### src/rtl/sfm_pkg.sv
package sfm_pkg;
  localparam int unsigned SFM_DEPTH = 128;
  localparam int unsigned SFM_DW    = 32;
  localparam int unsigned SFM_AW    = $clog2(SFM_DEPTH);
endpackage

### src/rtl/sfm_bank_ctrl.sv
module sfm_bank_ctrl #(
  parameter int unsigned AW = 7
) (
  input  logic          clk_i,
  input  logic          rst_ni,
  input  logic          one_buf_i,
  input  logic          buf_sel_i,
  input  logic          interval_start_i,
  input  logic [AW-1:0] rd_idx_i,
  output logic [AW-1:0] rd_addr_o,
  output logic          bank_act_o
);
  logic bank_q;

  // select is sampled only on interval boundaries
  always_ff @(posedge clk_i or negedge rst_ni) begin
    if (!rst_ni)               bank_q <= 1'b0;
    else if (interval_start_i) bank_q <= buf_sel_i;
  end

  always_comb begin
    if (one_buf_i) rd_addr_o = rd_idx_i;
    else           rd_addr_o = {bank_q, rd_idx_i[AW-2:0]};
  end

  assign bank_act_o = bank_q & ~one_buf_i;

  p_bank_load_r4: assert property (@(posedge clk_i) disable iff (!rst_ni)
    interval_start_i |=> bank_q == $past(buf_sel_i));
  p_bank_hold_r4: assert property (@(posedge clk_i) disable iff (!rst_ni)
    !interval_start_i |=> $stable(bank_q));
  p_status_zero_r5: assert property (@(posedge clk_i) disable iff (!rst_ni)
    one_buf_i |-> !bank_act_o);
endmodule

### src/rtl/sfm_ram.sv
module sfm_ram #(
  parameter int unsigned DEPTH = 128,
  parameter int unsigned DW    = 32,
  localparam int unsigned AW   = $clog2(DEPTH)
) (
  input  logic          clk_i,
  input  logic          rst_ni,
  input  logic          wr_en_i,
  input  logic [AW-1:0] wr_addr_i,
  input  logic [DW-1:0] wr_data_i,
  input  logic          rd_en_i,
  input  logic [AW-1:0] rd_addr_i,
  output logic [DW-1:0] rd_data_o
);
  logic [DW-1:0] mem_q [DEPTH];

  always_ff @(posedge clk_i) begin
    if (wr_en_i) mem_q[wr_addr_i] <= wr_data_i;
  end

  // read-before-write on a same-address collision
  always_ff @(posedge clk_i or negedge rst_ni) begin
    if (!rst_ni)      rd_data_o <= '0;
    else if (rd_en_i) rd_data_o <= mem_q[rd_addr_i];
  end

  p_rd_hold_r6: assert property (@(posedge clk_i) disable iff (!rst_ni)
    !rd_en_i |=> $stable(rd_data_o));
endmodule

### src/rtl/sched_fetch_mem.sv
module sched_fetch_mem
  import sfm_pkg::*;
(
  input  logic              clk_i,
  input  logic              rst_ni,
  input  logic              one_buf_i,
  input  logic              buf_sel_i,
  input  logic              interval_start_i,
  input  logic              wr_en_i,
  input  logic [SFM_AW-1:0] wr_addr_i,
  input  logic [SFM_DW-1:0] wr_data_i,
  input  logic              rd_en_i,
  input  logic [SFM_AW-1:0] rd_idx_i,
  output logic [SFM_DW-1:0] rd_data_o,
  output logic              bank_act_o
);
  logic [SFM_AW-1:0] rd_addr;

  sfm_bank_ctrl #(.AW(SFM_AW)) u_ctrl (
    .clk_i           (clk_i),
    .rst_ni          (rst_ni),
    .one_buf_i       (one_buf_i),
    .buf_sel_i       (buf_sel_i),
    .interval_start_i(interval_start_i),
    .rd_idx_i        (rd_idx_i),
    .rd_addr_o       (rd_addr),
    .bank_act_o      (bank_act_o)
  );

  sfm_ram #(.DEPTH(SFM_DEPTH), .DW(SFM_DW)) u_ram (
    .clk_i    (clk_i),
    .rst_ni   (rst_ni),
    .wr_en_i  (wr_en_i),
    .wr_addr_i(wr_addr_i),
    .wr_data_i(wr_data_i),
    .rd_en_i  (rd_en_i),
    .rd_addr_i(rd_addr),
    .rd_data_o(rd_data_o)
  );
endmodule

### config.mk
export PLATFORM = sky130hd
export DESIGN_NAME = sched_fetch_mem
export DESIGN_NICKNAME = d
export VERILOG_FILES = /design/src/rtl/sfm_pkg.sv /design/src/rtl/sfm_bank_ctrl.sv /design/src/rtl/sfm_ram.sv /design/src/rtl/sched_fetch_mem.sv
export SDC_FILE = /design/constraint.sdc
export NUM_CORES = 2
export LEC_CHECK = 0
export ABC_AREA = 1
export BUFFER_PORTS_ARGS = -buffer_cell sky130_fd_sc_hd__buf_2
export CORE_MARGIN = 10
export CORE_UTILIZATION = 35
export CTS_BUF_LIST = sky130_fd_sc_hd__clkbuf_16
export DETAILED_ROUTE_END_ITERATION = 8
export PLACE_DENSITY = 0.52
export SYNTH_ARGS = -nofsm -noshare
export SYNTH_HDL_FRONTEND = slang
export SYNTH_SLANG_ARGS = --single-unit
### constraint.sdc
create_clock -name clk_i -period 3.5 [get_ports clk_i]
set_input_delay 0 -clock clk_i [delete_from_list [all_inputs] [get_ports clk_i]]
set_output_delay 0 -clock clk_i [all_outputs]
set_load 0.005 [all_outputs]
==> results.md <==
* Run status: finished clean
* Antenna violations before repair at 52
* Post-layout minimum cycle time at 3400 ps
* Met3 Track Usage GR at 0.0330
* Vias in the first global route at around 100k
* # clock sinks at a little over 4000
* Routed Antenna Nets at 0
* Fraction of registers with async set/reset at 0.00799
* R2R Path End: u_ram.rd_data_o[3]$_DFFE_PN0P_
* Startpoint class of the critical path: register
* CP arrival at 4390 ps
* Area contributors post-synth: edfxtp_1 74%, nand3_1 12%, nand2_1 9.6%, buf_2 1.3%, buf_6 1.3%
* CP Class: reg2reg
* Layout Skew at about 91 ps
* Gr usage total at 0.210
* Ys Warns at 0
* Filler cell count at approximately 45000
* Row Count at between 200 and 300
* Inserted Clock Buffers at ~430
* Total wire length at about 550 mm
* Non-Filler Instances at 20300
* Hold Path Class: in2reg
* PostCTS Resize Cnt at 0
* Lkg Pwr at 65.9 nW
* R2R depth at 11
* Ratio of cells with drive above 1 in the final layout at 0.0926
* Final hold vios at 0
* Count of final setup violators at 0
* First-pass GRT wire length at approximately 780 mm
* Clock latency on the worst-skew pair at ~1000 ps
* Max VDD drop at about 0.53 mV
* RSZ-0062 raised after global routing: false
* FF+latch count, synth at roughly 4100
* Layout Area Growth over Synthesis at 14.0%
* Drt via density at between 5 and 6
* Post-DP HPWL at roughly 310 mm
* Slew headroom at 0.239
* Cell Area, Placed at roughly 0.18 mm^2
* Met1 Usage GRT at 0.302
* Largest area contributor in the synthesized netlist: edfxtp_1
* Final net count at between 10000 and 15000
* Total number of H-tree levels at 5
* Pins Over Slew Limit at 0
* R2R Path Start: u_ctrl.bank_q$_DFFE_PN0P_
* Synth cell count leaders: 4248 x nand2_1, 4096 x edfxtp_1, 4035 x nand3_1
* Drt wl/cell at roughly 27 um
* Worst endpoint required time at 4490 ps
* # IOs at 86
* I/O Buffers at 85
* Worst setup path end: u_ram.rd_data_o[3]$_DFFE_PN0P_
* Placed insts at between 15000 and 20000
* Worst Tran Pin Value at 1140 ps
* Share of Yosys cell area claimed by the top area cell type at 0.739
* Synthesized Nets at around 14000
* Die area at around 0.50 mm^2
* DRC errors left at 0
* Clock transition at the registers of the reported paths at 60 ps
* Largest net degree at the start of global routing at 132
* Layer with the highest usage: met2
* Max-Cap Viols at 0
* Global placement routability congestion at between 0.8 and 0.9
* Syn Std Cell Area at between 0.15 and 0.2 mm^2
* DIE HEIGHT at about 710 um
* Synthesized instance count at roughly 13000
* Fmax at just under 300 MHz
* CTS tree: done
* Sequential element share of the synthesized area at 0.744
* Cell Pwr Density at roughly 550 mW/mm^2
* Critical path startpoint: u_ctrl.bank_q$_DFFE_PN0P_
* Cell variety after synth at 19
* Total grt overflow at 0
* Crit-path max FO at 32
* Initial core utilization at 0.351
* Met2 Usage GRT at 0.325
* Clk root buf: clkbuf_16
* Initial DRC count at 13900
* Crit. End Element: register
* Via count at 110000
* Design area at around 0.19 mm^2
* Ys flop type: edfxtp_1
* Avg Inst Size Synth at ~12 um^2
* Overall power at between 100 and 150 mW
* Core Area at about 0.47 mm^2
* DR pass1 iterations at 5
* Crit share post-route at 0.973
* Max Root-Sink Buffers at 4
* Layout Utilization at 0.400
* Post-synth EDFFs at just over 4000
* Most common cell in the netlist: nand2_1
* R2R setup slack at around 96 ps
* Die W at 709 um
## placed cells by master, fill, tap and decap left out, types with 5 or more instances in the layout
| master | netlist | layout |
|---|---|---|
| nand2_1 | 4248 | 4240 |
| edfxtp_1 | 4096 | 4096 |
| nand3_1 | 4035 | 4035 |
| clkbuf_16 | 0 | 434 |
| buf_4 | 79 | 382 |
| buf_12 | 1 | 146 |
| inv_1 | 23 | 135 |
| nor2_4 | 0 | 126 |
| clkinv_1 | 0 | 118 |
| clkinv_2 | 0 | 68 |
| dlygate4sd3_1 | 0 | 61 |
| buf_2 | 441 | 47 |
| dfrtp_1 | 33 | 33 |
| buf_6 | 191 | 31 |
| diode_2 | 0 | 30 |
| bufinv_16 | 0 | 16 |
| clkinv_16 | 0 | 10 |
| nor3_1 | 10 | 8 |
| nand2_2 | 0 | 8 |
| inv_6 | 1 | 8 |
| nor2_1 | 133 | 7 |
| clkinvlp_4 | 0 | 5 |
## registers in the layout, summed over array words and instances, names as in the netlist
register         count
u_ram.mem_q       4096
u_ctrl.bank_q        1
u_ram.rd_data_o     32
## per-layer routing
layer | share of wire | wire length [um] | vias up
met3 | 0.084 | 46200 | 779
met4 | 0.035 | 19300 | 8
met5 | 0.000091 | 50 | -
met1 | 0.43 | 235000 | 55600
li1 | - | - | 48700
met2 | 0.45 | 247000 | 4798
## critical path, cell delays in order (launching register included)
cell and delay [ps]:
dfrtp_1 360, inv_1 60, nor2_1 60, a21oi_4 340
dlygate4sd3_1 780, buf_12 310, nand3_1 120, dlygate4sd3_1 560
nand2_1 60, dlygate4sd3_1 550, nand2_1 50, nand2_1 80
## how the worst min path moves through the flow
stage	to	start	cells past startpoint	slack, ps
final	u_ram.mem_q[20][24]$_DFFE_PP_	wr_data_i[24]	2	60
after global routing	u_ram.mem_q[87][9]$_DFFE_PP_	wr_data_i[9]	2	70
after global placement	u_ctrl.bank_q$_DFFE_PN0P_	rst_ni	1	110
after floorplan	u_ctrl.bank_q$_DFFE_PN0P_	rst_ni	0	-300
after CTS	u_ram.mem_q[4][15]$_DFFE_PP_	wr_data_i[15]	2	8
after detailed placement	u_ctrl.bank_q$_DFFE_PN0P_	rst_ni	1	100
## report_power, final
| group | internal (mW) | total [mW] | leakage (nW) | switching, mW |
|---|---|---|---|---|
| Sequential | 54.6 | 54.9 | 37.2 | 0.310 |
| Combinational | 1.76 | 7.20 | 21.8 | 5.44 |
| Clock | 23.6 | 43.1 | 6.83 | 19.5 |
## cell families (layout without fill, tap and decap cells)
group / Yosys count / after routing / share of synthesized area
AOI/OAI and AO/OA: 2 / 2 / 0.0000601
and+or+nand+nor: 8426 / 8426 / 0.221
DFF: 4129 / 4129 / 0.744
buffers and inverters: 942 / 1477 / 0.0352
other: 0 / 30 / 0
## per-stage QoR
step	worst slack [ps]	hold WS, ps	setup TNS, ps
final	95.9	63.6	0
after CTS	180	7.83	0
after global placement	-123	108	-212
after global routing	17.4	71.0	0
after detailed placement	-73.1	102	-146
after floorplan	387	-296	0
## timing repair
item                                     CTS  global route
hold buffers                              62             0
endpoints found under the hold margin   4485             0
buffers inserted                           0             0
endpoints found under the setup margin     0             0
## area by class of cell
class,count,area [um^2],area share
flip-flops and latches,4129,124000,0.653
clock buffers,434,10900,0.0573
well taps,6247,7820,0.0412
clock inverters,346,2190,0.0116
inverters,27,165,0.000871
diodes,30,75.1,0.000396
multi-input cells,8428,37700,0.199
repair buffers,670,7030,0.0371
Note: power is estimated with default switching activity, not from simulation.
